## src/rtl/gpab_pkg.sv

```systemverilog
package gpab_pkg;

    typedef enum logic [2:0] {
        K_DIR   = 3'd0,
        K_MASK  = 3'd1,
        K_DATA  = 3'd2,
        K_MDATA = 3'd3,
        K_CLR   = 3'd4,
        K_TGL   = 3'd5,
        K_DSET  = 3'd6,
        K_DCLR  = 3'd7
    } kind_e;

    localparam int NKIND = 8;
    localparam int STRIDE = 4;

    // Base byte offset of each register kind; port p adds STRIDE*p.
    function automatic int kind_base(input int k);
        case (k)
            0:       return 32'h2000;
            1:       return 32'h2080;
            2:       return 32'h2100;
            3:       return 32'h2180;
            4:       return 32'h2280;
            5:       return 32'h2300;
            6:       return 32'h2380;
            default: return 32'h2400;
        endcase
    endfunction

endpackage

```

## src/rtl/gpab_decode.sv

```systemverilog
module gpab_decode
    import gpab_pkg::*;
#(
    parameter int NPORTS = 2,
    parameter int ADDR_W = 14,
    localparam int PW = (NPORTS > 1) ? $clog2(NPORTS) : 1
) (
    input  logic [ADDR_W-1:0] addr,
    output logic              hit,
    output kind_e             kind,
    output logic [PW-1:0]     port
);

    always_comb begin
        int a;
        hit  = 1'b0;
        kind = K_DIR;
        port = '0;
        a    = int'(addr);
        for (int k = 0; k < NKIND; k++) begin
            int b;
            b = kind_base(k);
            if (addr[1:0] == 2'b00 && a >= b && a < b + NPORTS * STRIDE) begin
                hit  = 1'b1;
                kind = kind_e'(3'(k));
                port = PW'((a - b) / STRIDE);
            end
        end
    end

endmodule

```

## src/rtl/gpab_port.sv

```systemverilog
module gpab_port
    import gpab_pkg::*;
#(
    parameter int WIDTH    = 32,
    parameter int DIR_BITS = 29
) (
    input  logic                clk,
    input  logic                rst_n,
    input  logic                we,
    input  kind_e               kind,
    input  logic [WIDTH-1:0]    wdata,
    output logic [WIDTH-1:0]    out_q,
    output logic [DIR_BITS-1:0] dir_q,
    output logic [WIDTH-1:0]    mask_q
);

    logic [WIDTH-1:0]    out_n;
    logic [WIDTH-1:0]    mask_n;
    logic [DIR_BITS-1:0] dir_n;
    logic [DIR_BITS-1:0] wdir;

    assign wdir = wdata[DIR_BITS-1:0];

    always_comb begin
        out_n  = out_q;
        dir_n  = dir_q;
        mask_n = mask_q;
        if (we) begin
            unique case (kind)
                K_DIR:   dir_n  = wdir;
                K_MASK:  mask_n = wdata;
                K_DATA:  out_n  = wdata;
                K_MDATA: out_n  = (out_q & mask_q) | (wdata & ~mask_q);
                K_CLR:   out_n  = out_q & ~wdata;
                K_TGL:   out_n  = out_q ^ wdata;
                K_DSET:  dir_n  = dir_q | wdir;
                K_DCLR:  dir_n  = dir_q & ~wdir;
                default: ;
            endcase
        end
    end

    always_ff @(posedge clk) begin
        if (!rst_n) begin
            out_q  <= '0;
            dir_q  <= '0;
            mask_q <= '0;
        end else begin
            out_q  <= out_n;
            dir_q  <= dir_n;
            mask_q <= mask_n;
        end
    end

    // masked bits survive a masked-data write
    p_mdata_keep_r3: assert property (@(posedge clk) disable iff (!rst_n)
        (we && kind == K_MDATA) |=> (((out_q ^ $past(out_q)) & $past(mask_q)) == '0));

    // every bit written as 1 to the clear strobe is low afterwards
    p_clr_low_r4: assert property (@(posedge clk) disable iff (!rst_n)
        (we && kind == K_CLR) |=> ((out_q & $past(wdata)) == '0));

    // bits written as 0 to the invert strobe keep their value
    p_tgl_keep_r5: assert property (@(posedge clk) disable iff (!rst_n)
        (we && kind == K_TGL) |=> (((out_q ^ $past(out_q)) & ~$past(wdata)) == '0));

    // direction-set leaves the written ones set
    p_dset_r6: assert property (@(posedge clk) disable iff (!rst_n)
        (we && kind == K_DSET) |=> ((dir_q & $past(wdir)) == $past(wdir)));

    // direction-clear leaves the written ones cleared
    p_dclr_r7: assert property (@(posedge clk) disable iff (!rst_n)
        (we && kind == K_DCLR) |=> ((dir_q & $past(wdir)) == '0));

    // no decoded write, no state change
    p_hold_r9: assert property (@(posedge clk) disable iff (!rst_n)
        !we |=> ($stable(out_q) && $stable(dir_q) && $stable(mask_q)));

endmodule

```

## src/rtl/gpab_rdmux.sv

```systemverilog
module gpab_rdmux
    import gpab_pkg::*;
#(
    parameter int NPORTS   = 2,
    parameter int WIDTH    = 32,
    parameter int DIR_BITS = 29,
    localparam int PW = (NPORTS > 1) ? $clog2(NPORTS) : 1
) (
    input  logic                             clk,
    input  logic                             rst_n,
    input  logic                             rd,
    input  logic                             hit,
    input  kind_e                            kind,
    input  logic [PW-1:0]                    port,
    input  logic [NPORTS-1:0][WIDTH-1:0]     outs,
    input  logic [NPORTS-1:0][DIR_BITS-1:0]  dirs,
    input  logic [NPORTS-1:0][WIDTH-1:0]     masks,
    output logic [WIDTH-1:0]                 rdata
);

    logic [WIDTH-1:0] val;

    always_comb begin
        val = '0;
        if (hit) begin
            unique case (kind)
                K_DIR:   val = WIDTH'(dirs[port]);
                K_MASK:  val = masks[port];
                K_DATA:  val = outs[port];
                K_MDATA: val = outs[port] & ~masks[port];
                default: val = '0;
            endcase
        end
    end

    always_ff @(posedge clk) begin
        if (!rst_n) rdata <= '0;
        else        rdata <= rd ? val : '0;
    end

endmodule

```

## src/rtl/gpab_bank.sv

```systemverilog
module gpab_bank
    import gpab_pkg::*;
#(
    parameter int NPORTS   = 2,
    parameter int WIDTH    = 32,
    parameter int DIR_BITS = 29,
    parameter int ADDR_W   = 14
) (
    input  logic                    clk,
    input  logic                    rst_n,
    input  logic [ADDR_W-1:0]       bus_addr,
    input  logic                    bus_wr,
    input  logic [WIDTH-1:0]        bus_wdata,
    input  logic                    bus_rd,
    output logic [WIDTH-1:0]        bus_rdata,
    output logic [NPORTS*WIDTH-1:0] pad_out,
    output logic [NPORTS*WIDTH-1:0] pad_oe
);

    localparam int PW = (NPORTS > 1) ? $clog2(NPORTS) : 1;

    logic                            hit;
    kind_e                           kind;
    logic [PW-1:0]                   port;
    logic [NPORTS-1:0][WIDTH-1:0]    outs;
    logic [NPORTS-1:0][WIDTH-1:0]    masks;
    logic [NPORTS-1:0][DIR_BITS-1:0] dirs;

    gpab_decode #(.NPORTS(NPORTS), .ADDR_W(ADDR_W)) i_dec (
        .addr (bus_addr),
        .hit  (hit),
        .kind (kind),
        .port (port)
    );

    for (genvar p = 0; p < NPORTS; p++) begin : g_port
        logic we;
        assign we = bus_wr && hit && (port == PW'(p));

        gpab_port #(.WIDTH(WIDTH), .DIR_BITS(DIR_BITS)) i_port (
            .clk    (clk),
            .rst_n  (rst_n),
            .we     (we),
            .kind   (kind),
            .wdata  (bus_wdata),
            .out_q  (outs[p]),
            .dir_q  (dirs[p]),
            .mask_q (masks[p])
        );

        assign pad_out[p*WIDTH +: WIDTH] = outs[p];
        assign pad_oe[p*WIDTH +: WIDTH]  = WIDTH'(dirs[p]);
    end

    gpab_rdmux #(.NPORTS(NPORTS), .WIDTH(WIDTH), .DIR_BITS(DIR_BITS)) i_rd (
        .clk   (clk),
        .rst_n (rst_n),
        .rd    (bus_rd),
        .hit   (hit),
        .kind  (kind),
        .port  (port),
        .outs  (outs),
        .dirs  (dirs),
        .masks (masks),
        .rdata (bus_rdata)
    );

    // no read request, read data returns to zero
    p_rd_idle_r12: assert property (@(posedge clk) disable iff (!rst_n)
        !bus_rd |=> (bus_rdata == '0));

    // a misaligned write leaves all pads unchanged
    p_misalign_r11: assert property (@(posedge clk) disable iff (!rst_n)
        (bus_wr && bus_addr[1:0] != 2'b00) |=> ($stable(pad_out) && $stable(pad_oe)));

    // reading a strobe register always yields zero
    p_strobe_rd_r9: assert property (@(posedge clk) disable iff (!rst_n)
        (bus_rd && hit && kind inside {K_CLR, K_TGL, K_DSET, K_DCLR}) |=> (bus_rdata == '0));

endmodule

```

## config.mk

```make
export PLATFORM = sky130hd
export DESIGN_NAME = gpab_bank
export DESIGN_NICKNAME = d
export VERILOG_FILES = /design/src/rtl/gpab_pkg.sv /design/src/rtl/gpab_decode.sv /design/src/rtl/gpab_port.sv /design/src/rtl/gpab_rdmux.sv /design/src/rtl/gpab_bank.sv
export SDC_FILE = /design/constraint.sdc
export NUM_CORES = 1
export LEC_CHECK = 0
export BUFFER_PORTS_ARGS = -buffer_cell sky130_fd_sc_hd__buf_2
export CAP_MARGIN = 20
export CORE_AREA = 2 2 177 266
export CTS_CLUSTER_SIZE = 12
export DETAILED_ROUTE_END_ITERATION = 6
export DIE_AREA = 0 0 179 268
export PLACE_DENSITY = 0.52
export SETUP_SLACK_MARGIN = 0.05
export SYNTH_ARGS = -nofsm -noshare
export SYNTH_HDL_FRONTEND = slang
export SYNTH_SLANG_ARGS = --single-unit
export TNS_END_PERCENT = 5
```

## constraint.sdc

```tcl
create_clock -name clk -period 3.1 [get_ports clk]
set_input_delay 0.155 -clock clk [delete_from_list [all_inputs] [get_ports clk]]
set_output_delay 0.155 -clock clk [all_outputs]
set_load 0.02 [all_outputs]
```

==> metrics.md <==
| Metric | Value |
|---|---|
| Post-Syn Instances | `1731` |
| Post-Syn Area | `0.01359 mm²` |
| CP delay by family, top | `simple AND/OR/NAND/NOR gates` |
| CTS resizes | `0` |
| Pins Over Slew Limit | `0` |
| Most frequent cell after synthesis | `nand2_1` |
| Die height | `268 µm` |
| Root buffer cell | `clkbuf_16` |
| Leakage | `6.366 nW` |
| Initial core utilization | `29.85%` |
| TritonCTS clock tree | `done` |
| H-Tree Depth | `1` |
| Core Footprint | `0.04552 mm²` |
| # fillers | `4709` |
| Cell taking the most area after synthesis | `dfxtp_1` |
| Clock Sinks | `218` |
| Crit-path max FO | `27` |
| Yosys warning total | `0` |
| Reg clk slew, reported paths | `60 ps` |
| Max-slew headroom | `32.04%` |
| Design Power | `6.355 mW` |
| EDFF count, synth | `0` |
| Placed Instance Area | `0.01528 mm²` |
| Slew @ Worst Pin | `1019 ps` |
| Hold buffer count at cts | `32` |
| Combinational share of power | `6.4%` |
| Startpoint types | `primary input` |
| P per Cell Area | `386.0 mW/mm²` |
| Routed Antenna Nets | `0` |
| GRT Total Usage | `23.23%` |
| ANT cells | `0` |
| WP data arrival | `2850 ps` |
| Outcome | `finished, final reports clean` |
| Tcrit/Tclk final | `78.80%` |
| Largest net degree at the start of global routing | `188` |
| Sw Ratio | `25.24%` |
| Final Skew | `15.80 ps` |
| Yosys top cell area share | `32.11%` |
| Chip Width | `179 µm` |
| Total Nets Final | `2004` |
| Syn avg cell area | `7.851 µm²` |
| Met1 WL | `22.24 mm` |
| Ports | `210` |
| Drt via density | `5.757` |
| Worst Path Buf+Inv | `2` |
| CTS buffer count | `26` |
| Crit end category | `flip-flop` |
| Row cnt | `96` |
| Top routing layer in use | `met5` |
| RSZ-0062 raised after global routing | `false` |
| #FFs+latches synth | `218` |
| Clk_lat worst skew | `560 ps` |
| CP cell instances | `buf_2, nor4_4, nand3_1, nor4_2, buf_4, o311ai_1, o32ai_1` |
| WL final | `56.95 mm` |
| Net load switching power | `1.604 mW` |
| Flop pwr share | `44.1%` |
| Met3 routed WL | `3.824 mm` |
| Cell variety after synth | `60` |
| Vias in the first global route | `13986` |
| Hpwl dp | `36.53 mm` |
| Clock power frac | `49.5%` |
| CP max stage cell | `buf_4` |
| Synth area leaders | `dfxtp_1, nand2_1, nor2_1, a2111oi_4, ha_1` |
| Fraction of final layout cells sized beyond drive strength 1 | `18.74%` |
| Vias | `14380` |
| Final hold vios | `0` |
| Asr flop ratio synth | `0%` |
| WL/cell | `22.80 µm` |
| IR drop worst, VDD | `0.0003661 V` |
| Setup TNS | `0 ps` |
| IO Port Bufs | `203` |
| Internal power | `4.751 mW` |
| Die area | `0.04797 mm²` |
| Maximum clock insertion buffer count | `3` |
| Register area share after synthesis | `32.11%` |
| Max_cap viols | `0` |
| Placer congestion estimate | `0.7911` |
| Min-delay worst type | `primary input to flip-flop` |
| Met2 wire length | `28.00 mm` |
| WP data required | `3510 ps` |
| Most common flop cell mapped by yosys | `dfxtp_1` |
| Antenna violations before repair | `4` |
| Critical path class | `primary input to flip-flop` |
| Area Overhead vs Synth | `21.15%` |
| Final min period | `2443 ps` |
| Post-CTS setup buffers | `0` |
| Number of DRC markers in iteration 0 | `1206` |
| Final setup viols | `0` |
| DRT Pass-1 Iters | `5` |
| Global-route wire length before repair | `85.62 mm` |
| Slowest stage delay, CP | `520 ps` |
| DR DRC count | `0` |
| Total congestion overflow | `0` |
| Final instance area | `0.01646 mm²` |
| Maximum clock frequency | `409.4 MHz` |
| Synth top cells by count | `nand2_1, nor2_1, dfxtp_1` |
-- metal layers --
layer	global-route usage [%]	vias to the layer above
met5	0	-
met4	11.62	8
met3	3.735	143
met2	40.36	603
met1	27.42	6986
li1	-	6640
-- cell type report --
type	count	area (µm²)	share of cell area, %
Clock buffer	38	777.0	4.719
Clock inverter	10	86.33	0.5244
Sequential cell	218	4364	26.51
Tap cell	588	735.7	4.468
Multi-Input combinational cell	1288	8398	51.01
Timing Repair Buffer	289	1852	11.25
Inverter	67	251.5	1.527
-- cells by family after synthesis --
group	Yosys count	share of synthesized area [%]
adder cells (fa/ha/maj)	64	5.892
AO/OA/AOI/OAI	604	35.60
AND/OR/NAND/NOR	610	18.91
XOR/XNOR	1	0.06446
flip-flops	218	32.11
other	1	0.02759
buffers and inverters	230	7.172
multiplexers	3	0.2210
-- cells in the final DEF, fill, tap and decap left out, drive strengths merged, types with 5 or more instances in the layout --
| cell | n |
|---|---|
| ha | 64 |
| a21oi | 67 |
| clkbuf | 38 |
| clkinv | 5 |
| o311ai | 29 |
| a2111oi | 94 |
| a21boi | 65 |
| nand2 | 281 |
| buf | 257 |
| nand3 | 36 |
| dfxtp | 218 |
| inv | 68 |
| o21ai | 131 |
| o211ai | 30 |
| o32ai | 29 |
| nor2 | 221 |
| a211oi | 59 |
| o2bb2ai | 29 |
| dlygate4sd3 | 32 |
| nor3 | 36 |
| a211o | 29 |
| conb | 6 |
| a31oi | 32 |
| nand4 | 5 |
| nor4 | 5 |
-- final timing paths --
check | slack [ps] | startpoint | cells after the start | to
worst min-delay path | 230 | rst_n | 4 | g_port[1].i_port.dir_q[13]
worst max-delay path | 660 | bus_addr[6] | 7 | i_rd.rdata[24]
worst min register to register | 480 | g_port[1].i_port.dir_q[5] | 2 | g_port[1].i_port.dir_q[5]
worst max register to register | 1570 | g_port[0].i_port.out_q[30] | 5 | g_port[0].i_port.out_q[30]
-- power by group through the flow --
stage	Sequential (mW)	Combinational [mW]	Clock, mW
floorplan	2.86	0.196	0
global placement	2.86	0.363	0
detailed placement	2.86	0.368	0
CTS	2.80	0.400	3.21
global route	2.80	0.436	3.31
finish	2.80	0.407	3.15
-- tightest hold or removal path, cell delays in order --
cell and delay [ps]:
buf_4 150, buf_12 220, nand2_1 140, o2bb2ai_1 60
-- metrics by stage --
stage                     utilization (%)  std cells  hold WS [ps]  worst slack, ps
after floorplan                         -       1736         261.4             1009
after detailed placement            33.57       2418         467.2            134.4
after global placement              33.51       2417         456.3            230.2
after global routing                36.17       2498         260.6            595.5
final                               36.17       2498         231.1            657.1
after CTS                           36.17       2498         214.3            702.0
-- sequential cells by signal (all words and copies together) (netlist names) --
name                  flops
g_port.i_port.mask_q     64
g_port.i_port.out_q      64
g_port.i_port.dir_q      58
i_rd.rdata               32
Power figures use the tool's default switching activity.
